--- config.mk ---
export PLATFORM = sky130hd
export DESIGN_NAME = dbg_serial_engine
export DESIGN_NICKNAME = d
export VERILOG_FILES = /design/src/rtl/dbg_serial_pkg.sv /design/src/rtl/dbg_frame_shifter.sv /design/src/rtl/dbg_mem_port.sv /design/src/rtl/dbg_cmd_engine.sv /design/src/rtl/dbg_serial_engine.sv
export SDC_FILE = /design/constraint.sdc
export NUM_CORES = 1
export LEC_CHECK = 0
export ABC_CLOCK_PERIOD_IN_PS = 4350
export BUFFER_PORTS_ARGS = -buffer_cell sky130_fd_sc_hd__buf_2
export CAP_MARGIN = 5
export CORE_ASPECT_RATIO = 0.9
export CORE_MARGIN = 2
export CORE_UTILIZATION = 50
export DETAILED_ROUTE_END_ITERATION = 10
export MAX_ROUTING_LAYER = met4
export PLACE_DENSITY = 0.69
export SETUP_SLACK_MARGIN = 0.15
export SLEW_MARGIN = 20
export SYNTH_ARGS = -nofsm -noshare
export SYNTH_HDL_FRONTEND = slang
export SYNTH_SLANG_ARGS = --single-unit
--- constraint.sdc ---
create_clock -name clk -period 4.35 [get_ports clk]
set_input_delay 1.0875 -clock clk [delete_from_list [all_inputs] [get_ports clk]]
set_output_delay 1.0875 -clock clk [all_outputs]
set_load 0.02 [all_outputs]
--- src/rtl/dbg_serial_pkg.sv ---
// Shared types of the serial debug command engine.
// Assumes a single implemented command (long-word memory read).
package dbg_serial_pkg;

    // Command sequencer states, in frame order of one read.
    typedef enum logic [2:0] {
        ST_IDLE    = 3'd0,
        ST_ADDR_HI = 3'd1,
        ST_ADDR_LO = 3'd2,
        ST_BUSY    = 3'd3,
        ST_RES_LO  = 3'd4
    } eng_state_t;

endpackage

--- src/rtl/dbg_frame_shifter.sv ---
// Frame shifter: shifts host bits in and reply bits out, MSB first, one bit
// per strobe, and reports each complete frame with a one-cycle pulse.
// Assumes strobes are at least four clocks apart, so a reply loaded two
// clocks after a frame closes is in place before the next strobe.
module dbg_frame_shifter #(
    parameter int                 FRAME_W   = 17,
    parameter logic [FRAME_W-1:0] RST_REPLY = '0
) (
    input  logic               clk,
    input  logic               rst_n,
    input  logic               bit_stb,
    input  logic               ser_in,
    output logic               ser_out,
    input  logic               load,
    input  logic [FRAME_W-1:0] load_word,
    output logic               frame_valid,
    output logic [FRAME_W-1:0] frame_word
);
    localparam int CNT_W = $clog2(FRAME_W);
    localparam logic [CNT_W-1:0] LAST_BIT = CNT_W'(FRAME_W - 1);

    logic [CNT_W-1:0]   bit_cnt_q;
    logic [FRAME_W-1:0] rx_sr_q;
    logic [FRAME_W-1:0] tx_sr_q;
    logic               fv_q;
    logic [FRAME_W-1:0] fw_q;
    logic [FRAME_W-1:0] rx_next;

    assign rx_next     = {rx_sr_q[FRAME_W-2:0], ser_in};
    assign ser_out     = tx_sr_q[FRAME_W-1];
    assign frame_valid = fv_q;
    assign frame_word  = fw_q;

    // Receive shift, bit count and frame-complete pulse.
    always_ff @(posedge clk) begin
        if (!rst_n) begin
            bit_cnt_q <= '0;
            rx_sr_q   <= '0;
            fv_q      <= 1'b0;
            fw_q      <= '0;
        end else begin
            fv_q <= 1'b0;
            if (bit_stb) begin
                rx_sr_q <= rx_next;
                if (bit_cnt_q == LAST_BIT) begin
                    bit_cnt_q <= '0;
                    fv_q      <= 1'b1;
                    fw_q      <= rx_next;
                end else begin
                    bit_cnt_q <= bit_cnt_q + 1'b1;
                end
            end
        end
    end

    // Transmit shift; a new reply load takes priority over shifting.
    always_ff @(posedge clk) begin
        if (!rst_n) begin
            tx_sr_q <= RST_REPLY;
        end else if (load) begin
            tx_sr_q <= load_word;
        end else if (bit_stb) begin
            tx_sr_q <= {tx_sr_q[FRAME_W-2:0], 1'b0};
        end
    end

endmodule

--- src/rtl/dbg_mem_port.sv ---
// Memory read port: raises a request on start, holds it with a stable
// address until ack or error, and keeps the outcome until consumed.
// Assumes start and consume never coincide.
module dbg_mem_port #(
    parameter int ADDR_W = 32,
    parameter int DATA_W = 32
) (
    input  logic              clk,
    input  logic              rst_n,
    input  logic              start,
    input  logic [ADDR_W-1:0] start_addr,
    input  logic              consume,
    output logic              mem_req,
    output logic [ADDR_W-1:0] mem_addr,
    input  logic [DATA_W-1:0] mem_rdata,
    input  logic              mem_ack,
    input  logic              mem_err,
    output logic              res_done,
    output logic              res_err,
    output logic [DATA_W-1:0] res_data
);
    logic              req_q;
    logic [ADDR_W-1:0] addr_q;
    logic              done_q;
    logic              err_q;
    logic [DATA_W-1:0] data_q;

    assign mem_req  = req_q;
    assign mem_addr = addr_q;
    assign res_done = done_q;
    assign res_err  = err_q;
    assign res_data = data_q;

    // Request handshake and outcome capture.
    always_ff @(posedge clk) begin
        if (!rst_n) begin
            req_q  <= 1'b0;
            addr_q <= '0;
            done_q <= 1'b0;
            err_q  <= 1'b0;
            data_q <= '0;
        end else if (start) begin
            req_q  <= 1'b1;
            addr_q <= start_addr;
            done_q <= 1'b0;
            err_q  <= 1'b0;
        end else begin
            if (req_q && mem_ack) begin
                req_q  <= 1'b0;
                done_q <= 1'b1;
                data_q <= mem_rdata;
            end else if (req_q && mem_err) begin
                req_q <= 1'b0;
                err_q <= 1'b1;
            end else if (consume) begin
                done_q <= 1'b0;
                err_q  <= 1'b0;
            end
        end
    end

endmodule

--- src/rtl/dbg_cmd_engine.sv ---
// Command sequencer: decodes each received frame by state and registers
// the reply for the following frame. Starts the memory read when the low
// address word arrives and turns the outcome into two reply words.
// Assumes at most one frame_valid pulse per four clocks.
module dbg_cmd_engine
    import dbg_serial_pkg::*;
#(
    parameter int                WORD_W    = 16,
    parameter logic [WORD_W-1:0] READ_CODE = 16'h2180
) (
    input  logic                clk,
    input  logic                rst_n,
    input  logic                frame_valid,
    input  logic [WORD_W:0]     frame_word,
    output logic                reply_load,
    output logic [WORD_W:0]     reply_word,
    output logic                mem_start,
    output logic [2*WORD_W-1:0] mem_start_addr,
    output logic                res_consume,
    input  logic                res_done,
    input  logic                res_err,
    input  logic [2*WORD_W-1:0] res_data
);
    localparam int ADDR_W = 2 * WORD_W;
    localparam logic [WORD_W:0] RPL_NOT_READY = {1'b1, {WORD_W{1'b0}}};
    localparam logic [WORD_W:0] RPL_BUS_ERR   = {1'b1, {(WORD_W-1){1'b0}}, 1'b1};
    localparam logic [WORD_W:0] RPL_ILLEGAL   = {1'b1, {WORD_W{1'b1}}};
    localparam logic [WORD_W:0] RPL_CMD_DONE  = {1'b0, {WORD_W{1'b1}}};

    eng_state_t        state_q, state_d;
    logic [WORD_W-1:0] hi_q, hi_d;
    logic [WORD_W:0]   lo_q, lo_d;
    logic [WORD_W:0]   reply_q, reply_d;
    logic              load_q;
    logic              cmd_ok;

    assign cmd_ok         = !frame_word[WORD_W] && (frame_word[WORD_W-1:0] == READ_CODE);
    assign mem_start      = frame_valid && (state_q == ST_ADDR_LO);
    assign mem_start_addr = {hi_q, frame_word[WORD_W-1:0]};
    assign res_consume    = frame_valid && (state_q == ST_BUSY) && (res_done || res_err);
    assign reply_load     = load_q;
    assign reply_word     = reply_q;

    // Next state and reply for the frame just received.
    always_comb begin
        state_d = state_q;
        hi_d    = hi_q;
        lo_d    = lo_q;
        reply_d = reply_q;
        if (frame_valid) begin
            case (state_q)
                ST_IDLE: begin
                    if (cmd_ok) begin
                        state_d = ST_ADDR_HI;
                        reply_d = RPL_NOT_READY;
                    end else begin
                        reply_d = RPL_ILLEGAL;
                    end
                end
                ST_ADDR_HI: begin
                    hi_d    = frame_word[WORD_W-1:0];
                    reply_d = RPL_NOT_READY;
                    state_d = ST_ADDR_LO;
                end
                ST_ADDR_LO: begin
                    reply_d = RPL_NOT_READY;
                    state_d = ST_BUSY;
                end
                ST_BUSY: begin
                    if (res_done) begin
                        reply_d = {1'b0, res_data[ADDR_W-1:WORD_W]};
                        lo_d    = {1'b0, res_data[WORD_W-1:0]};
                        state_d = ST_RES_LO;
                    end else if (res_err) begin
                        reply_d = RPL_BUS_ERR;
                        lo_d    = RPL_BUS_ERR;
                        state_d = ST_RES_LO;
                    end else begin
                        reply_d = RPL_NOT_READY;
                    end
                end
                ST_RES_LO: begin
                    reply_d = lo_q;
                    state_d = ST_IDLE;
                end
                default: begin
                    reply_d = RPL_ILLEGAL;
                    state_d = ST_IDLE;
                end
            endcase
        end
    end

    // State, address and reply registers.
    always_ff @(posedge clk) begin
        if (!rst_n) begin
            state_q <= ST_IDLE;
            hi_q    <= '0;
            lo_q    <= RPL_CMD_DONE;
            reply_q <= RPL_CMD_DONE;
            load_q  <= 1'b0;
        end else begin
            state_q <= state_d;
            hi_q    <= hi_d;
            lo_q    <= lo_d;
            reply_q <= reply_d;
            load_q  <= frame_valid;
        end
    end

endmodule

--- src/rtl/dbg_serial_engine.sv ---
// Top of the serial debug memory-read engine: frame shifter, command
// sequencer and memory port. Replies lag host frames by one frame.
// Assumes bit strobes at least four clocks apart.
module dbg_serial_engine #(
    parameter int              WORD_W    = 16,
    parameter logic [WORD_W-1:0] READ_CODE = 16'h2180
) (
    input  logic                clk,
    input  logic                rst_n,
    input  logic                bit_stb,
    input  logic                ser_in,
    output logic                ser_out,
    output logic                mem_req,
    output logic [2*WORD_W-1:0] mem_addr,
    input  logic [2*WORD_W-1:0] mem_rdata,
    input  logic                mem_ack,
    input  logic                mem_err
);
    localparam int FRAME_W = WORD_W + 1;
    localparam int ADDR_W  = 2 * WORD_W;
    localparam logic [FRAME_W-1:0] RST_REPLY = {1'b0, {WORD_W{1'b1}}};

    logic               frame_valid;
    logic [FRAME_W-1:0] frame_word;
    logic               reply_load;
    logic [FRAME_W-1:0] reply_word;
    logic               mem_start;
    logic [ADDR_W-1:0]  mem_start_addr;
    logic               res_consume;
    logic               res_done;
    logic               res_err;
    logic [ADDR_W-1:0]  res_data;

    dbg_frame_shifter #(
        .FRAME_W   (FRAME_W),
        .RST_REPLY (RST_REPLY)
    ) u_shift (
        .clk         (clk),
        .rst_n       (rst_n),
        .bit_stb     (bit_stb),
        .ser_in      (ser_in),
        .ser_out     (ser_out),
        .load        (reply_load),
        .load_word   (reply_word),
        .frame_valid (frame_valid),
        .frame_word  (frame_word)
    );

    dbg_cmd_engine #(
        .WORD_W    (WORD_W),
        .READ_CODE (READ_CODE)
    ) u_eng (
        .clk            (clk),
        .rst_n          (rst_n),
        .frame_valid    (frame_valid),
        .frame_word     (frame_word),
        .reply_load     (reply_load),
        .reply_word     (reply_word),
        .mem_start      (mem_start),
        .mem_start_addr (mem_start_addr),
        .res_consume    (res_consume),
        .res_done       (res_done),
        .res_err        (res_err),
        .res_data       (res_data)
    );

    dbg_mem_port #(
        .ADDR_W (ADDR_W),
        .DATA_W (ADDR_W)
    ) u_mem (
        .clk        (clk),
        .rst_n      (rst_n),
        .start      (mem_start),
        .start_addr (mem_start_addr),
        .consume    (res_consume),
        .mem_req    (mem_req),
        .mem_addr   (mem_addr),
        .mem_rdata  (mem_rdata),
        .mem_ack    (mem_ack),
        .mem_err    (mem_err),
        .res_done   (res_done),
        .res_err    (res_err),
        .res_data   (res_data)
    );

endmodule

==> results of run 1 <==
per-stage QoR:
| step | cells | setup slack [ps] |
|---|---|---|
| finish | 1026 | 1910 |
| global route | 1026 | 1730 |
| CTS | 1026 | 1920 |
| detailed placement | 994 | 1450 |
| global placement | 994 | 1550 |
| floorplan | 787 | 2250 |
cell usage after synthesis, types with 6 or more instances:
cell,count
a21boi_0,79
a21boi_1,19
a22oi_1,6
a22oi_2,9
a31oi_1,6
a31oi_2,9
buf_2,20
buf_6,8
clkbuf_1,27
dfxtp_1,177
inv_1,6
mux2_2,14
mux2i_1,35
nand2_1,247
nor2_1,28
nor2b_1,20
o21ai_0,19
power by group through the flow:
stage / logic [W] / clock network, W / registers, W
after floorplan: 0.0000540 / 0 / 0.00167
after global placement: 0.0000790 / 0 / 0.00167
after detailed placement: 0.0000819 / 0 / 0.00167
after CTS: 0.0000819 / 0.00165 / 0.00163
after global routing: 0.0000901 / 0.00172 / 0.00163
final: 0.0000810 / 0.00162 / 0.00163
registers in the layout, indices dropped and copies added (netlist names):
signal / flops
u_mem.mem_addr: 32
u_mem.res_data: 32
u_eng.lo_q: 17
u_eng.reply_word: 17
u_shift.frame_word: 17
u_shift.tx_sr_q: 17
u_eng.hi_q: 16
u_shift.rx_sr_q: 16
u_shift.bit_cnt_q: 5
u_eng.state_q: 3
u_eng.reply_load: 1
u_mem.mem_req: 1
u_mem.res_done: 1
u_mem.res_err: 1
u_shift.frame_valid: 1
final timing paths:
path | startpoint | endpoint
worst max-delay path | rst_n | u_eng.reply_word[12]
worst min-delay path | u_mem.res_data[6] | u_mem.res_data[6]
worst max register to register | u_eng.state_q[2] | u_mem.res_data[17]
worst min register to register | u_mem.res_data[6] | u_mem.res_data[6]
cells in the final DEF, fill, tap and decap left out, types with 14 or more instances in the layout:
| master | count |
|---|---|
| a21boi_0 | 79 |
| a21boi_1 | 19 |
| buf_2 | 70 |
| clkbuf_16 | 17 |
| dfxtp_1 | 177 |
| mux2_2 | 14 |
| mux2i_1 | 35 |
| nand2_1 | 247 |
| nor2_1 | 28 |
| nor2b_1 | 20 |
| o21ai_0 | 19 |
cells by family after synthesis:
family	Yosys count	share of synthesized area [%]
AOI/OAI and AO/OA	162	17.5
xor gates and xnor gates	4	0.489
and+or+nand+nor	327	20.2
adders and majority gates	2	0.349
buffers and inverters	66	4.97
DFF	177	49.4
muxes	49	7.09
area by class of cell:
cell class | count | area, um^2
clock buffer | 24 | 522
clock inverter | 8 | 123
fill | 1205 | 5900
inverter | 6 | 22.5
multi-input combinational | 544 | 3270
sequential | 177 | 3540
tap | 193 | 241
timing repair buffer | 74 | 380
critical path, stage by stage:
cell and delay (ps):
buf_4 410, nand2_1 190, o31ai_4 830, a31oi_2 170
layer usage:
metal | part of all wire (%) | vias up | wire length (um)
li1 | - | 2679 | -
met5 | 0 | - | 0
met3 | 3.2 | 15 | 474
met2 | 44 | 68 | 6410
met1 | 51 | 2419 | 7520
met4 | 1.4 | 0 | 203
==> summary.md, run 1 <==
| Metric | Value |
|---|---|
| Worst-path clk slew | `60 ps` |
| Status | `complete, no violations` |
| FF-to-FF path depth | `4` |
| Clk sinks | `177` |
| Largest buffer count on any clock path | `2` |
| WL final | `14,600 um` |
| GRT overflow | `0` |
| WHS Path Cells | `2` |
| Average size of a mapped cell | `9.11 um^2` |
| Worst Path Required | `4620 ps` |
| Synth area leader | `dfxtp_1` |
| Final hold slack | `456 ps` |
| Fin util | `57.8%` |
| Post-DP HPWL | `9770 um` |
| CP Max Fanout | `53` |
| WP data arrival | `2710 ps` |
| Worst Max-Slew Pin Slew | `1000 ps` |
| Clock Skews | `6.41 ps` |
| Final hold vios | `0` |
| Internal | `0.00267 W` |
| Register area share after synthesis | `49.4%` |
| Final setup viols | `0` |
| Boundary Pins | `72` |
| Syn Inst Count | `787` |
| Slew Limit Fails | `0` |
| Initial core utilization | `51.2%` |
| Share of cells above drive strength 1 | `18.1%` |
| Clk root buf | `clkbuf_16` |
| Routed vias | `5,181` |
| Post-CTS Setup Bufs | `0` |
| Wire per inst | `14.2 um` |
| CTS buffer count | `17` |
| Setup_tns | `0 ps` |
| RSZ-0062 raised after global routing | `no` |
| Final ANT Viol Nets | `0` |
| Pwr Density | `412 nW/um^2` |
| Clock share of power | `48.7%` |
| Full die area | `15,300 um^2` |
| Worst-Skew Late Latency | `430 ps` |
| RD Place Congestion | `0.789` |
| Crit Path Class | `in2reg` |
| Global-route wire length before repair | `24,500 um` |
| Post-synthesis cell area | `7170 um^2` |
| Psw | `0.000660 W` |
| Met1 usage | `29.4%` |
| Final worst-path cycle share | `56.1%` |
| Reg2reg setup slack | `2090 ps` |
| # rows | `41` |
| H-tree levels | `4` |
| Synthesized netlist net count | `827` |
| Post_cts resized | `0` |
| F_max | `410 MHz` |
| Die W | `130 um` |
| Ys async rst share | `0%` |
| Antenna fix cells | `0` |
| Iter 0 DRT Violations | `370` |
| Synth warn | `0` |
| P_leak | `2.90 nW` |
| Die Height | `118 um` |
| Vias in the first global route | `4,898` |
| MaxCap Viol Count | `0` |
| Netlist cell types | `55` |
| Port bufs | `71` |
| Number of synthesized flops with an enable pin | `0` |
| HP Class | `reg2reg` |
| Post-CTS Hold Fix Bufs | `0` |
| CP endpoint kind | `flip-flop` |
| Min Tclk post-route | `2440 ps` |
| Gr usage total | `20.7%` |
| Synth Flop Type | `dfxtp_1` |
| Busiest grt layer | `met1` |
| DRC Markers | `0` |
| Initial antenna violation count | `0` |
| Relative slew margins | `33.1%` |
| Area contributors post-synth | `dfxtp_1, nand2_1, a21boi_0` |
| Drt via density | `5.05` |
| Sequential power share | `48.9%` |
| Yosys reg bits | `177` |
| Peak VDD IR | `0.000241 V` |
| Combinational Power Share | `2.4%` |
| Placement Cell Area | `7460 um^2` |
| Layout Nets | `860` |
| Switching part of the total power | `19.8%` |
| Area Overhead vs Synth | `13.0%` |
| Largest net degree at the start of global routing | `107` |
| Met3 Usage GRT | `4.27%` |
| CTS tree | `built` |
| Pre-antenna DRT Iters | `5` |
| Core area | `14,000 um^2` |
| Setup crit start kind | `primary input` |
| Final instance area | `8100 um^2` |
| Final Power | `0.00333 W` |
| Post-synth top area share | `49.4%` |
| GR Util met2 | `29.3%` |
(Power assumes the default switching activity.)
==> run 2, diff against run 1 <==
- ABC_AREA: unset -> 1
- ABC_CLOCK_PERIOD_IN_PS: 4350 -> 2000
- PLACE_DENSITY: 0.69 -> 0.72
- clock period: 4.35 -> 2 ns (I/O delays scaled with it)
==> run 2 against run 1 <==
  * Sequential share of layout area up 2.8 points
  * Via count up 7.3%
  * Global-route usage up 1.7 points
  * Final area down 6.1%
  * Total power up 120%
  * First-iteration DRC count up 39%
==> summary.md, run 2 <==
| Metric | Value |
|---|---|
| F_max | `616 MHz` |
| Ys async rst share | `0%` |
| Post-DP HPWL | `9340 um` |
| Filler instances | `1,157` |
| HP Class | `in2reg` |
| Global-route wire length before repair | `24,800 um` |
| Synthesized netlist net count | `857` |
| Register area share after synthesis | `54.3%` |
| Drt via density | `5.30` |
| Setup crit start kind | `flip-flop` |
| Vias in the first global route | `5,032` |
| Port bufs | `71` |
| Largest net degree at the start of global routing | `55` |
| MaxCap Viol Count | `0` |
| Cell Chain, Critical Path | `nor2_2 > nand3_2 > nand2_1 > buf_4 > inv_1 > buf_12 > nor2_1 > nor2_1` |
| GRT overflow | `0` |
| Wire per inst | `14.1 um` |
| Gr usage total | `22.4%` |
| Worst-path clk slew | `60 ps` |
| Critical path origin | `u_eng.state_q[2]` |
| WL final | `14,800 um` |
| Post_cts resized | `0` |
| Yosys reg bits | `177` |
| Share of cells above drive strength 1 | `15.9%` |
| Largest buffer count on any clock path | `2` |
| Initial core utilization | `51.3%` |
| Most frequent cell after synthesis | `dfxtp_1` |
| Post-CTS Setup Bufs | `0` |
| Area contributors post-synth | `dfxtp_1, o21ai_0, a21oi_1` |
| Worst stage delay on the critical path | `370 ps` |
| Full die area | `14,000 um^2` |
| CTS buffer count | `17` |
| Post-synth top area share | `54.3%` |
| # rows | `39` |
| Crit path capture | `u_mem.res_data[5]` |
| Most used cell, CP | `nor2_1` |
| Final setup viols | `0` |
| Worst-Skew Late Latency | `420 ps` |
| Die Height | `112 um` |
| Clk sinks | `177` |
| Met1 usage | `32.2%` |
| Synth area leader | `dfxtp_1` |
| Final worst-path cycle share | `81.2%` |
| Clk root buf | `clkbuf_16` |
| RSZ-0062 raised after global routing | `no` |
| Netlist cell types | `30` |
| P_leak | `3.00 nW` |
| DRC Markers | `0` |
| Iter 0 DRT Violations | `514` |
| Layout Nets | `912` |
| Syn Inst Count | `817` |
| Post-CTS Hold Fix Bufs | `0` |
| Antenna fix cells | `0` |
| Setup_tns | `0 ps` |
| WP data arrival | `1940 ps` |
| Clock Skews | `6.06 ps` |
| Post-synthesis cell area | `6530 um^2` |
| Reg2reg setup slack | `380 ps` |
| Routed vias | `5,557` |
| CP endpoint kind | `flip-flop` |
| Synth warn | `0` |
| Most frequent cells in the layout | `dfxtp_1, o21ai_0, a21oi_1` |
| CP Max Fanout | `34` |
| Pre-antenna DRT Iters | `5` |
| WHS Path Cells | `3` |
| Met3 Usage GRT | `4.81%` |
| Worst path slowest cell | `dfxtp_1` |
| Die W | `124 um` |
| GR Util met2 | `31.5%` |
| Final hold slack | `324 ps` |
| Slew Limit Fails | `0` |
| Busiest grt layer | `met1` |
| Most common cell after layout, fill and taps aside | `dfxtp_1` |
| Peak VDD IR | `0.000718 V` |
| H-tree levels | `4` |
| Status | `complete, no violations` |
| Area Overhead vs Synth | `16.6%` |
| Worst Max-Slew Pin Slew | `539 ps` |
| Initial antenna violation count | `0` |
| Final ANT Viol Nets | `0` |
| Commonest cells in the netlist | `dfxtp_1, o21ai_0, a21oi_1` |
| Boundary Pins | `72` |
| Final hold vios | `0` |
| CTS tree | `built` |
| Pwr Density | `945 nW/um^2` |
| Crit Path Class | `reg2reg` |
| Synth Flop Type | `dfxtp_1` |
| Number of synthesized flops with an enable pin | `0` |
| Relative slew margins | `64.0%` |
| R2r startpoint | `u_eng.state_q[2]` |
| RD Place Congestion | `0.764` |
| Core area | `12,700 um^2` |
| RR Endpoint | `u_mem.res_data[5]` |
| Worst Path Required | `2320 ps` |
| Average size of a mapped cell | `7.99 um^2` |
| Min Tclk post-route | `1620 ps` |
| FF-to-FF path depth | `8` |
==> run 2: cell types whose count changed in the layout (fill, tap and decap cells not counted), sizes merged, moves of 35 or more <==
cell	delta
a21oi	+107
nand2	-131
mux2i	-35
o21ai	+111
inv	+37
nor2	+81
a21boi	-98
==> run 2: where the power goes <==
part,total (W),internal [W],switching (W)
clock,0.00342,0.00209,0.00133
combinational,0.000197,0.0000731,0.000124
sequential,0.00357,0.00356,0.0000198
total,0.00719,0.00572,0.00148
==> run 2: metal layers <==
layer / vias to the layer above / routed length, um
met3: 13 / 754
met1: 2577 / 7570
met5: - / 0
met2: 134 / 6270
li1: 2833 / -
met4: 0 / 189
==> run 2: layout make-up <==
type / count / area, um^2 / share of cell area [%]
clock buffers: 22 / 484 / 6.36
clock inverters: 10 / 131 / 1.73
multi-input cells: 542 / 2550 / 33.5
inverters: 44 / 165 / 2.17
repair buffers: 90 / 536 / 7.04
flip-flops and latches: 177 / 3540 / 46.6
well taps: 164 / 205 / 2.70
==> run 2: critical path: cells and delay by family, from the launching register on <==
| family | cells | cell delay (ps) |
|---|---|---|
| buf+inv | 3 | 580 |
| simple gates | 5 | 550 |
| flops | 1 | 370 |
==> run 2: cells by family (layout without fill, tap and decap cells) <==
group / after synthesis / in the layout / synth area share (%)
flip-flops: 177 / 177 / 54.3
AND/OR/NAND/NOR: 272 / 272 / 17.5
XOR/XNOR: 1 / 1 / 0.134
AO/OA/AOI/OAI: 267 / 267 / 21.0
buffers and inverters: 98 / 166 / 6.71
adder cells (fa/ha/maj): 2 / 2 / 0.383
==> run 2: how the worst min path moves through the flow <==
stage                    endpoint          startpoint  slack, ps
6_report       u_mem.res_data[12]       mem_rdata[12]        320
5_1_grt         u_mem.res_data[6]        mem_rdata[6]        320
4_1_cts         u_mem.res_data[1]        mem_rdata[1]        320
3_5_place_dp        u_eng.lo_q[9]   u_mem.res_data[9]        440
3_3_place_gp        u_eng.lo_q[6]       u_eng.lo_q[6]        440
2_1_floorplan      u_eng.lo_q[10]  u_mem.res_data[10]        430
==> run 2: stage by stage <==
| stage | area [um^2] | cells | total power [W] | utilization (%) | setup slack (ps) |
|---|---|---|---|---|---|
| 6_report | 7610 | 1049 | 0.00719 | 59.8 | 376 |
| 5_1_grt | 7610 | 1049 | 0.00741 | 59.8 | 220 |
| 4_1_cts | 7610 | 1049 | 0.00723 | 59.8 | 353 |
| 3_5_place_dp | 7000 | 1017 | 0.00385 | 54.9 | 294 |
| 3_3_place_gp | 7000 | 1017 | 0.00385 | 54.9 | 331 |
| 2_1_floorplan | 6530 | 817 | 0.00377 | - | 735 |
